<file path="src/rtl/evt_pkg.sv">
package evt_pkg;
  localparam int REG_W  = 32;
  localparam int CNT_W  = 64;
  localparam int ADDR_W = 12;
  localparam int RT_W   = 5;
  localparam int CH_AW  = 3;   // up to 8 channels

  localparam logic [ADDR_W-1:0] A_ID    = 12'h000;
  localparam logic [ADDR_W-1:0] A_PER   = 12'h004;
  localparam logic [ADDR_W-1:0] A_GCFG  = 12'h010;
  localparam logic [ADDR_W-1:0] A_STS   = 12'h020;
  localparam logic [ADDR_W-1:0] A_CNTLO = 12'h0F0;
  localparam logic [ADDR_W-1:0] A_CNTHI = 12'h0F4;
  localparam logic [3:0]        A_CHPG  = 4'h1;
  localparam logic [4:0]        O_CFG   = 5'h00;
  localparam logic [4:0]        O_CMPLO = 5'h08;
  localparam logic [4:0]        O_CMPHI = 5'h0C;

  localparam int B_IEN = 1;
  localparam int B_PER = 3;
  localparam int B_SET = 6;
  localparam int B_M32 = 8;
  localparam int B_RT  = 9;
  localparam int G_RUN = 0;
  localparam int G_LEG = 1;

  typedef enum logic [1:0] {SEQ_IDLE, SEQ_CMP, SEQ_PER} seq_e;

  typedef struct packed {
    logic [RT_W-1:0] route;
    logic            m32;
    logic            per;
    logic            ien;
  } ch_cfg_t;

  function automatic logic [REG_W-1:0] cfg_word(input ch_cfg_t c);
    logic [REG_W-1:0] w;
    w = '0;
    w[B_IEN] = c.ien;
    w[B_PER] = c.per;
    w[B_M32] = c.m32;
    w[B_RT +: RT_W] = c.route;
    return w;
  endfunction
endpackage

</file>
<file path="src/rtl/evt_counter.sv">
module evt_counter
  import evt_pkg::*;
(
  input  logic             clk_i,
  input  logic             rst_ni,
  input  logic             run_i,
  input  logic             lo_we_i,
  input  logic             hi_we_i,
  input  logic [REG_W-1:0] wdata_i,
  output logic [CNT_W-1:0] cnt_o
);
  logic [CNT_W-1:0] cnt_q;

  always_ff @(posedge clk_i or negedge rst_ni) begin
    if (!rst_ni) begin
      cnt_q <= '0;
    end else if (run_i) begin
      cnt_q <= cnt_q + CNT_W'(1);
    end else begin
      // loads are honoured only while stopped
      if (lo_we_i) cnt_q[REG_W-1:0]     <= wdata_i;
      if (hi_we_i) cnt_q[CNT_W-1:REG_W] <= wdata_i;
    end
  end

  assign cnt_o = cnt_q;

  assert_count_step_R2: assert property (@(posedge clk_i) disable iff (!rst_ni)
    run_i |=> cnt_o == $past(cnt_o) + CNT_W'(1));

  assert_count_hold_R2: assert property (@(posedge clk_i) disable iff (!rst_ni)
    !run_i && !lo_we_i && !hi_we_i |=> $stable(cnt_o));

  assert_run_ignores_load_R3: assert property (@(posedge clk_i) disable iff (!rst_ni)
    run_i && (lo_we_i || hi_we_i) |=> cnt_o != {$past(cnt_o[CNT_W-1:REG_W]), $past(wdata_i)}
                                       || $past(wdata_i) == $past(cnt_o[REG_W-1:0]) + REG_W'(1)
                                       || $past(hi_we_i));
endmodule

</file>
<file path="src/rtl/evt_channel.sv">
module evt_channel
  import evt_pkg::*;
#(
  parameter bit PER_CAP = 1'b1
) (
  input  logic             clk_i,
  input  logic             rst_ni,
  input  logic             cfg_we_i,
  input  logic             lo_we_i,
  input  logic             hi_we_i,
  input  logic [REG_W-1:0] wdata_i,
  input  logic [CNT_W-1:0] cnt_i,
  input  logic             run_i,
  output ch_cfg_t          cfg_o,
  output logic [CNT_W-1:0] cmp_o,
  output logic             hit_o
);
  ch_cfg_t          cfg_q;
  seq_e             seq_q;
  logic [CNT_W-1:0] cmp_q, cmp_d, per_q, per_d;
  logic             match;

  assign match = run_i && (cfg_q.m32 ? (cnt_i[REG_W-1:0] == cmp_q[REG_W-1:0])
                                     : (cnt_i == cmp_q));

  always_ff @(posedge clk_i or negedge rst_ni) begin
    if (!rst_ni) begin
      cfg_q <= '0;
    end else if (cfg_we_i) begin
      cfg_q.ien   <= wdata_i[B_IEN];
      cfg_q.per   <= PER_CAP && wdata_i[B_PER];
      cfg_q.m32   <= wdata_i[B_M32];
      cfg_q.route <= wdata_i[B_RT +: RT_W];
    end
  end

  always_ff @(posedge clk_i or negedge rst_ni) begin
    if (!rst_ni) begin
      seq_q <= SEQ_IDLE;
    end else if (cfg_we_i) begin
      seq_q <= (PER_CAP && wdata_i[B_PER] && wdata_i[B_SET]) ? SEQ_CMP : SEQ_IDLE;
    end else if (lo_we_i) begin
      case (seq_q)
        SEQ_CMP: seq_q <= SEQ_PER;
        default: seq_q <= SEQ_IDLE;
      endcase
    end
  end

  always_comb begin
    cmp_d = cmp_q;
    per_d = per_q;
    if (match && cfg_q.per) cmp_d = cmp_q + per_q;
    // bus write wins over the periodic step
    if (seq_q == SEQ_PER) begin
      if (lo_we_i) per_d[REG_W-1:0]     = wdata_i;
      if (hi_we_i) per_d[CNT_W-1:REG_W] = wdata_i;
    end else begin
      if (lo_we_i) cmp_d[REG_W-1:0]     = wdata_i;
      if (hi_we_i) cmp_d[CNT_W-1:REG_W] = wdata_i;
    end
  end

  always_ff @(posedge clk_i or negedge rst_ni) begin
    if (!rst_ni) begin
      cmp_q <= '0;
      per_q <= '0;
    end else begin
      cmp_q <= cmp_d;
      per_q <= per_d;
    end
  end

  assign cfg_o = cfg_q;
  assign cmp_o = cmp_q;
  assign hit_o = match && cfg_q.ien;

  assert_oneshot_hold_R5: assert property (@(posedge clk_i) disable iff (!rst_ni)
    match && !cfg_q.per && !lo_we_i && !hi_we_i |=> $stable(cmp_q));

  assert_first_load_R6: assert property (@(posedge clk_i) disable iff (!rst_ni)
    lo_we_i && seq_q == SEQ_CMP |=> cmp_q[REG_W-1:0] == $past(wdata_i) && seq_q == SEQ_PER);

  assert_second_load_R6: assert property (@(posedge clk_i) disable iff (!rst_ni)
    lo_we_i && seq_q == SEQ_PER && !match |=> $stable(cmp_q) && seq_q == SEQ_IDLE);

  assert_periodic_step_R7: assert property (@(posedge clk_i) disable iff (!rst_ni)
    match && cfg_q.per && !lo_we_i && !hi_we_i |=> cmp_q == $past(cmp_q) + $past(per_q));

  assert_seq_cancel_R8: assert property (@(posedge clk_i) disable iff (!rst_ni)
    cfg_we_i && !wdata_i[B_SET] |=> seq_q == SEQ_IDLE);
endmodule

</file>
<file path="src/rtl/evt_router.sv">
module evt_router
  import evt_pkg::*;
#(
  parameter int NUM_CH    = 4,
  parameter int NUM_LINES = 16,
  parameter int TICK_LINE = 0,
  parameter int CLK_LINE  = 8
) (
  input  logic [NUM_CH-1:0]      sts_i,
  input  logic [NUM_CH*RT_W-1:0] route_i,
  input  logic                   legacy_i,
  output logic [NUM_LINES-1:0]   irq_o
);
  always_comb begin
    irq_o = '0;
    for (int c = 0; c < NUM_CH; c++) begin
      for (int l = 0; l < NUM_LINES; l++) begin
        if (legacy_i && c == 0) begin
          if (l == TICK_LINE) irq_o[l] = irq_o[l] | sts_i[c];
        end else if (legacy_i && c == 1) begin
          if (l == CLK_LINE) irq_o[l] = irq_o[l] | sts_i[c];
        end else if (route_i[c*RT_W +: RT_W] == RT_W'(l)) begin
          irq_o[l] = irq_o[l] | sts_i[c];
        end
      end
    end
  end
endmodule

</file>
<file path="src/rtl/evt_timer.sv">
module evt_timer
  import evt_pkg::*;
#(
  parameter int          NUM_CH       = 4,
  parameter int          NUM_LINES    = 16,
  parameter int          TICK_LINE    = 0,
  parameter int          CLK_LINE     = 8,
  parameter logic [31:0] PERIOD_FS    = 32'd69841279,
  parameter bit          LEG_CAP      = 1'b1,
  parameter logic [31:0] PER_CAP_MASK = 32'hFFFF_FFFD
) (
  input  logic                 clk_i,
  input  logic                 rst_ni,
  input  logic                 req_i,
  input  logic                 we_i,
  input  logic [11:0]          addr_i,
  input  logic [31:0]          wdata_i,
  output logic [31:0]          rdata_o,
  output logic [NUM_LINES-1:0] irq_o
);
  logic                   wr, is_ch;
  logic [CH_AW-1:0]       ch_sel;
  logic [4:0]             ch_off;
  logic                   run_q, leg_q;
  logic [NUM_CH-1:0]      sts_q, hit, cfg_we, lo_we, hi_we;
  logic [CNT_W-1:0]       cnt;
  ch_cfg_t                cfg_w [NUM_CH];
  logic [CNT_W-1:0]       cmp_w [NUM_CH];
  logic [NUM_CH*RT_W-1:0] route_flat;

  assign wr     = req_i && we_i;
  assign is_ch  = addr_i[11:8] == A_CHPG;
  assign ch_sel = addr_i[7:5];
  assign ch_off = addr_i[4:0];

  always_ff @(posedge clk_i or negedge rst_ni) begin
    if (!rst_ni) begin
      run_q <= 1'b0;
      leg_q <= 1'b0;
    end else if (wr && addr_i == A_GCFG) begin
      run_q <= wdata_i[G_RUN];
      leg_q <= LEG_CAP && wdata_i[G_LEG];
    end
  end

  always_ff @(posedge clk_i or negedge rst_ni) begin
    if (!rst_ni)                    sts_q <= '0;
    else if (wr && addr_i == A_STS) sts_q <= (sts_q & ~wdata_i[NUM_CH-1:0]) | hit;
    else                            sts_q <= sts_q | hit;
  end

  evt_counter u_cnt (
    .clk_i   (clk_i),
    .rst_ni  (rst_ni),
    .run_i   (run_q),
    .lo_we_i (wr && addr_i == A_CNTLO),
    .hi_we_i (wr && addr_i == A_CNTHI),
    .wdata_i (wdata_i),
    .cnt_o   (cnt)
  );

  for (genvar c = 0; c < NUM_CH; c++) begin : g_ch
    assign cfg_we[c] = wr && is_ch && ch_sel == CH_AW'(c) && ch_off == O_CFG;
    assign lo_we[c]  = wr && is_ch && ch_sel == CH_AW'(c) && ch_off == O_CMPLO;
    assign hi_we[c]  = wr && is_ch && ch_sel == CH_AW'(c) && ch_off == O_CMPHI;
    assign route_flat[c*RT_W +: RT_W] = cfg_w[c].route;

    evt_channel #(.PER_CAP(PER_CAP_MASK[c])) u_ch (
      .clk_i    (clk_i),
      .rst_ni   (rst_ni),
      .cfg_we_i (cfg_we[c]),
      .lo_we_i  (lo_we[c]),
      .hi_we_i  (hi_we[c]),
      .wdata_i  (wdata_i),
      .cnt_i    (cnt),
      .run_i    (run_q),
      .cfg_o    (cfg_w[c]),
      .cmp_o    (cmp_w[c]),
      .hit_o    (hit[c])
    );

    assert_sts_needs_ien_R10: assert property (@(posedge clk_i) disable iff (!rst_ni)
      !sts_q[c] && !cfg_w[c].ien |=> !sts_q[c]);

    assert_w1c_R11: assert property (@(posedge clk_i) disable iff (!rst_ni)
      wr && addr_i == A_STS && wdata_i[c] && !hit[c] |=> !sts_q[c]);

    if (c == 1 && !PER_CAP_MASK[c]) begin : g_noper
      assert_ch1_no_periodic_R13: assert property (@(posedge clk_i) disable iff (!rst_ni)
        cfg_we[c] && wdata_i[B_PER] |=> !cfg_w[c].per);
    end
  end

  evt_router #(
    .NUM_CH    (NUM_CH),
    .NUM_LINES (NUM_LINES),
    .TICK_LINE (TICK_LINE),
    .CLK_LINE  (CLK_LINE)
  ) u_rt (
    .sts_i    (sts_q),
    .route_i  (route_flat),
    .legacy_i (leg_q),
    .irq_o    (irq_o)
  );

  always_comb begin
    rdata_o = '0;
    unique case (addr_i)
      A_ID:    begin
                 rdata_o[4:0] = 5'(NUM_CH - 1);
                 rdata_o[8]   = LEG_CAP;
               end
      A_PER:   rdata_o = PERIOD_FS;
      A_GCFG:  begin
                 rdata_o[G_RUN] = run_q;
                 rdata_o[G_LEG] = leg_q;
               end
      A_STS:   rdata_o[NUM_CH-1:0] = sts_q;
      A_CNTLO: rdata_o = cnt[REG_W-1:0];
      A_CNTHI: rdata_o = cnt[CNT_W-1:REG_W];
      default: begin
        for (int c = 0; c < NUM_CH; c++) begin
          if (is_ch && ch_sel == CH_AW'(c)) begin
            if (ch_off == O_CFG)   rdata_o = cfg_word(cfg_w[c]);
            if (ch_off == O_CMPLO) rdata_o = cmp_w[c][REG_W-1:0];
            if (ch_off == O_CMPHI) rdata_o = cmp_w[c][CNT_W-1:REG_W];
          end
        end
      end
    endcase
  end

  assert_legacy_tick_R12: assert property (@(posedge clk_i) disable iff (!rst_ni)
    leg_q && sts_q[0] |-> irq_o[TICK_LINE]);
endmodule

</file>
<file path="config.mk">
export PLATFORM = sky130hd
export DESIGN_NAME = evt_timer
export DESIGN_NICKNAME = d
export VERILOG_FILES = /design/src/rtl/evt_pkg.sv /design/src/rtl/evt_counter.sv /design/src/rtl/evt_channel.sv /design/src/rtl/evt_router.sv /design/src/rtl/evt_timer.sv
export SDC_FILE = /design/constraint.sdc
export NUM_CORES = 2
export LEC_CHECK = 0
export BUFFER_PORTS_ARGS = -buffer_cell sky130_fd_sc_hd__buf_2
export CORE_MARGIN = 3
export CORE_UTILIZATION = 65
export CTS_BUF_LIST = sky130_fd_sc_hd__clkbuf_8 sky130_fd_sc_hd__clkbuf_16
export DETAILED_ROUTE_END_ITERATION = 10
export HOLD_SLACK_MARGIN = 0.08
export PLACE_DENSITY = 0.82
export SLEW_MARGIN = 20
export SYNTH_ARGS = -nofsm -noshare
export SYNTH_HDL_FRONTEND = slang
export SYNTH_SLANG_ARGS = --single-unit
</file>
<file path="constraint.sdc">
create_clock -name clk_i -period 6 [get_ports clk_i]
set_clock_uncertainty 0.05 [all_clocks]
set_input_delay 0.3 -clock clk_i [delete_from_list [all_inputs] [get_ports clk_i]]
set_output_delay 0.3 -clock clk_i [all_outputs]
set_load 0.05 [all_outputs]
</file>
After elaboration in Yosys (flattened, before gate mapping)
Index checks and enable logic that the tools add are counted.
W data, S select, Z words.
{ "word_totals": {"word_cells": 398, "regBits": 557, "out_inout_bits": 48, "in_bits": 48} }
{ "classes": {"n_reduce_logical": 64, "n_bitwise": 53, "muxes": 155, "eq_ne": 87, "add_sub_neg": 4} }
{ "ops": {"columns": ["cell", "n"], "rows": [
  ["$mux W32", 26],
  ["$mux W64", 8],
  ["$eq A64 B64 Y1", 4],
  ["$add A64 B64 Y64", 3],
  ["$eq A5 B4 Y1 const B", 34],
  ["$eq A32 B32 Y1", 4],
  ["$mux W1", 101],
  ["$pmux W23 S4", 1],
  ["$eq A5 B3 Y1 const B", 16],
  ["$add A64 B1 Y64 const B", 1],
  ["$or A1 B1 Y1", 48],
  ["$eq A5 B2 Y1 const B", 8],
  ["$logic_and A1 B1 Y1", 38],
  ["$logic_not A5 Y1", 5],
  ["$eq A12 B8 Y1 const B", 2],
  ["$mux W2", 12],
  ["$eq A5 B1 Y1 const B", 4],
  ["$pmux W2 S5", 2],
  ["$reduce_and A2 Y1", 8],
  ["$mux W14", 1],
  ["$eq A12 B3 Y1 const B", 1],
  ["$eq A12 B5 Y1 const B", 1],
  ["$eq A12 B6 Y1 const B", 1],
  ["$logic_not A12 Y1", 1],
  ["other kinds (17)", 33]
]} }

Logic depth before layout (Yosys ltp)
{ "depth": {"word_depth": 19, "depth_mapped": 15, "mapped_depth_nobuf": 15} }

Cells and area by module
A second synthesis with hierarchy kept.
{ "unflattened": {"hier_cells": 4684, "hier_area_um2": 42717.2} }
{ "by_module_without_submodules": {"columns": ["module", "seq_area_each_um2", "n_inst", "cells_each", "area_each_um2"], "rows": [
  ["evt_channel at g_ch[3].u_ch", 3453.3, 1, 1120, 10338.7],
  ["evt_channel at g_ch[2].u_ch", 3453.3, 1, 1124, 10303.6],
  ["evt_channel at g_ch[0].u_ch", 3453.3, 1, 1113, 10269.8],
  ["evt_counter", 1601.5, 1, 506, 4201.5],
  ["evt_timer", 150.1, 1, 504, 3659.8],
  ["evt_channel at g_ch[1].u_ch", 1776.7, 1, 240, 3328.2],
  ["evt_router", 0.0, 1, 77, 615.6]
]} }

Least setup slack after synthesis
No wires, ideal clock.
{ "synth_timing": {"path_type": "register to register", "from": "register g_ch[0].u_ch.cmp_q[33]", "to": "register g_ch[0].u_ch.cmp_q[56]", "t_arrival_ns": 3.267, "n_path_buf": 1, "setup_slack_ns": 2.523, "path_stages_with_launch": 15, "synth_period_minus_slack_ns": 3.477, "t_required_ns": 5.790, "setup_time_ns": 0.160, "cell_sequence": "dfrtp_1 -> ha_1 -> buf_2 -> and3_1 -> nand4_1 -> or4_4 -> nand2b_4 -> or4_1 -> o21a_1 -> a41oi_2 -> a21o_2 -> nand4_1 -> mux2i_1 -> a31oi_1 -> o21ai_1"} }
{ "synth_via": {"elab_chain_len": 7, "word_cells_on_any_way": 8, "classes_between": "add/sub: 1; eq/ne: 1; mux: 4; reduce/logical: 2"} }
{ "synth_lines": {"columns": ["element", "line_no", "text"], "rows": [
  ["start, declared", "evt_channel.sv:20", "logic [CNT_W-1:0] cmp_q, cmp_d, per_q, per_d;"],
  ["start signal, assigned", "evt_channel.sv:69", "cmp_q <= cmp_d;"],
  ["parallel branches: the longest is 4 deep, another holds $add A64 B64 Y64", null, null],
  ["$mux W64 (*)", "evt_channel.sv:53", "if (match && cfg_q.per) cmp_d = cmp_q + per_q;"],
  ["$mux W32", "evt_channel.sv:60", "if (hi_we_i) cmp_d[CNT_W-1:REG_W] = wdata_i;"],
  ["$mux W64 (*)", "evt_channel.sv:55", "if (seq_q == SEQ_PER) begin"],
  ["named net g_ch[0].u_ch.cmp_d[56]", "evt_channel.sv:20", null]
]} }
Mark *: on every way through the listed nets, which the timed path passes.
A chain may end at the register's enable or synchronous reset.

Worst setup path after layout
{ "layout_timing": {"from": "register g_ch[3].u_ch.cmp_q[1]", "to": "register g_ch[3].u_ch.cmp_q[44]"} }
{ "layout_via": {"elab_chain_len": 7, "word_cells_on_any_way": 9, "classes_between": "add/sub: 1; eq/ne: 2; mux: 4; reduce/logical: 2"} }
{ "layout_lines": {"columns": ["element", "line_no"], "rows": [
  ["start, declared", "evt_channel.sv:20"],
  ["start signal, assigned", "evt_channel.sv:69"],
  ["parallel branches: the longest is 4 deep, another holds $add A64 B64 Y64", null],
  ["$mux W64 (*)", "evt_channel.sv:53"],
  ["$mux W32", "evt_channel.sv:60"],
  ["$mux W64 (*)", "evt_channel.sv:55"],
  ["named net g_ch[3].u_ch.cmp_d[44]", "evt_channel.sv:20"]
]} }
Marks and branches as above.

==> results.py <==
metrics = {
    "floorplan": {
        "die_w_um": 257,
        "die_y_um": 257,
        "dieArea_sq_um": 66000,
        "coreArea_sq_um": 61900,
        "placement_rows": 91,
        "ios": 96,
        "start_util": 0.660,
    },
    "place": {
        "dpl.cell_count": 5217,
        "dpl.hpwl_um": 114000,
        "dpl_cell_area_sq_um": 41800,
        "port-buffer-count": 95,
        "place_congestion": 1.15,
    },
    "synth": {
        "ys_types": 83,
        "synth_area_sq_um": 40900,
        "ys.flop_type": "dfrtp_1",
        "synthCells": 4548,
        "synthArstFlopShare": 1.00,
        "synth-edff-count": 0,
        "syn-num-nets": 4789,
        "yosysSeqAreaShare": 0.340,
        "syn_avg_cell_area_sq_um": 8.99,
        "synth-seq-cells": 555,
        "synth_warnings": 0,
    },
    "cts": {
        "cts_setup_buffers": 0,
        "cts_buffer_depth": 3,
        "ctsResizeCount": 0,
        "cts_tree": "built",
        "clockRootBuffer": "clkbuf_16",
        "cts_made_buffers": 66,
        "clk-insertion-delay-late_ps": 630,
        "cts_max_level": 3,
        "ctsHoldBuffers": 1,
        "path_clk_slew_ps": 60,
        "clock_sinks": 555,
    },
    "grt": {
        "grt_max_degree": 145,
        "antenna_found_initial": 12,
        "grt_usage": 0.479,
        "grt_pass1_vias": 35900,
        "overflow": 0,
        "grt_pass1_wl_um": 236000,
    },
    "drt": {
        "vias": 38800,
        "drtIter0Drc": 6050,
        "firstDrtPassIters": 9,
        "drc": 0,
        "wl_per_cell_um": 30.3,
        "ant_nets": 0,
        "viasPerCell": 7.25,
        "totalWireLength_um": 162000,
    },
    "critical_path": {
        "crit_path_end_kind": "register",
        "crit_fanout": 4,
        "cp.arrival_ps": 4910,
        "start_kind": "register",
        "worst-setup-path-type": "register to register",
        "worst_r2r_path_depth": 14,
        "critPathRequiredTime_ps": 6460,
    },
    "power": {
        "peakVddDrop_mv": 0.249,
        "powerDensity_nw_per_um2": 198,
        "p_leak_nw": 19.5,
    },
    "timing": {
        "hold_violations": 0,
        "period_share": 0.741,
        "tns_ps": 0,
        "rsz0062_at_grt": "false",
        "tightest_slew_ps": 1190,
        "period_needed_ps": 4450,
        "final_max_slew_viol_count": 0,
        "setup_violations": 0,
        "clock.fmax_mhz": 225,
        "maxSlewHeadroom": 0.198,
    },
    "finish": {
        "final_cell_count_no_fill": 5348,
        "nNetsFinal": 4691,
        "layout-drive-gt1-share": 0.144,
        "final_common_cell": "dfrtp_1",
        "post-route-util": 0.714,
        "areaGrowthSynthToFinish_pct": 8.10,
        "final_cell_mix": "dfrtp_1 (554), a21oi_1 (408), nor2_1 (386), mux2_2 (322), nand2_1 (310)",
        "fin_area_sq_um": 44200,
    },
    "worst_hold_path": {
        "min_path_type": "primary input to register",
        "holdPathStages": 3,
    },
    "flow_run": {
        "maxCapViolCount": 0,
    },
    "outcome": {
        "status": "completed",
    },
}
synth_stat cells, types with 36 or more instances:
cell | n | area (sq um)
dfrtp_1 | 555 | 13900
a21oi_1 | 408 | 2040
nor2_1 | 391 | 1470
mux2_2 | 322 | 3630
nand2_1 | 310 | 1160
xnor2_1 | 300 | 2630
clkbuf_1 | 286 | 1070
o21ai_0 | 208 | 1040
mux2i_1 | 207 | 2070
ha_1 | 190 | 2380
xor2_1 | 138 | 1210
a22oi_1 | 137 | 1030
a21o_1 | 130 | 976
nand4_1 | 104 | 651
nand3_1 | 82 | 410
nor3_1 | 76 | 380
inv_1 | 66 | 248
o22ai_1 | 61 | 382
and3_1 | 36 | 225
final timing paths:
kind | endpoint | slack (ps) | startpoint
setup / recovery | g_ch[3].u_ch.cmp_o[44]$_DFF_PN0_ | 1550 | g_ch[3].u_ch.cmp_o[1]$_DFF_PN0_
hold / removal | g_ch[3].u_ch.cmp_o[1]$_DFF_PN0_ | 200 | wdata_i[1]
setup reg to reg | g_ch[3].u_ch.cmp_o[44]$_DFF_PN0_ | 1550 | g_ch[3].u_ch.cmp_o[1]$_DFF_PN0_
hold reg to reg | g_ch[0].u_ch.per_q[56]$_DFFE_PN0P_ | 460 | g_ch[0].u_ch.per_q[56]$_DFFE_PN0P_
max in group asynchronous | g_ch[2].u_ch.per_q[49]$_DFFE_PN0P_ | 4210 | rst_ni
min in group asynchronous | g_ch[0].u_ch.per_q[44]$_DFFE_PN0P_ | 270 | rst_ni
layout make-up:
class                           count  area [sq um]
Multi-Input combinational cell   3597         25600
Fill cell                        4846         17700
Sequential cell                   555         13900
Clock buffer                       89          1990
Timing Repair Buffer              164          1050
Tap cell                          837          1050
Clock inverter                     32           365
Inverter                           66           248
Antenna cell                        8          20.0
routing by layer:
metal	up-vias	routed length, um	global-route usage	share of wire
met5	-	110	0	0.00068
met4	12	13700	0.302	0.084
met3	814	24000	0.192	0.15
met2	2996	63700	0.663	0.39
met1	18500	60700	0.621	0.37
li1	16400	-	-	-
through the flow:
stage | power, mW | worst slack (ps) | hold WS (ps)
after detailed placement | 4.43 | 1750 | 366
final | 8.78 | 1550 | 203
after floorplan | 4.11 | 2520 | -45.6
after CTS | 8.73 | 1650 | 146
after global placement | 4.43 | 1830 | 358
after global routing | 8.92 | 1400 | 177
critical path, cell delays in order, from the launching register on:
cell and delay (ps):
dfrtp_1 520, inv_1 160, fa_1 480, nor2b_1 160
o31a_1 210, o21ai_0 290, nor3_1 490, o21ai_0 230
nand4_1 120, a21boi_0 260, o41ai_1 630, a21oi_1 170
xnor2_1 170, nand2_1 90, a31oi_1 290
power by group:
group | leakage (nW) | internal, mW | switching [mW] | total (mW)
clock | 1.17 | 2.60 | 1.77 | 4.37
sequential | 6.75 | 3.76 | 0.0965 | 3.86
combinational | 11.6 | 0.136 | 0.407 | 0.543
sequential cells by signal (all words and copies together), names as in the netlist:
signal	count
leg_q	1
g_ch.u_ch.per_q	192
g_ch.u_ch.cfg_o	31
g_ch.u_ch.cmp_o	256
g_ch.u_ch.seq_q	6
run_q	1
sts_q	4
u_cnt.cnt_o	64
cell families after synthesis:
| group | after synthesis | share of synthesized area |
|---|---|---|
| compound gates | 1250 | 0.194 |
| simple gates | 1187 | 0.136 |
| flops | 555 | 0.340 |
| buf+inv | 396 | 0.0372 |
| xor+xnor | 438 | 0.0938 |
| fa+ha+maj | 193 | 0.0596 |
| mux | 529 | 0.139 |
Note: power is estimated with default switching activity, not from simulation.
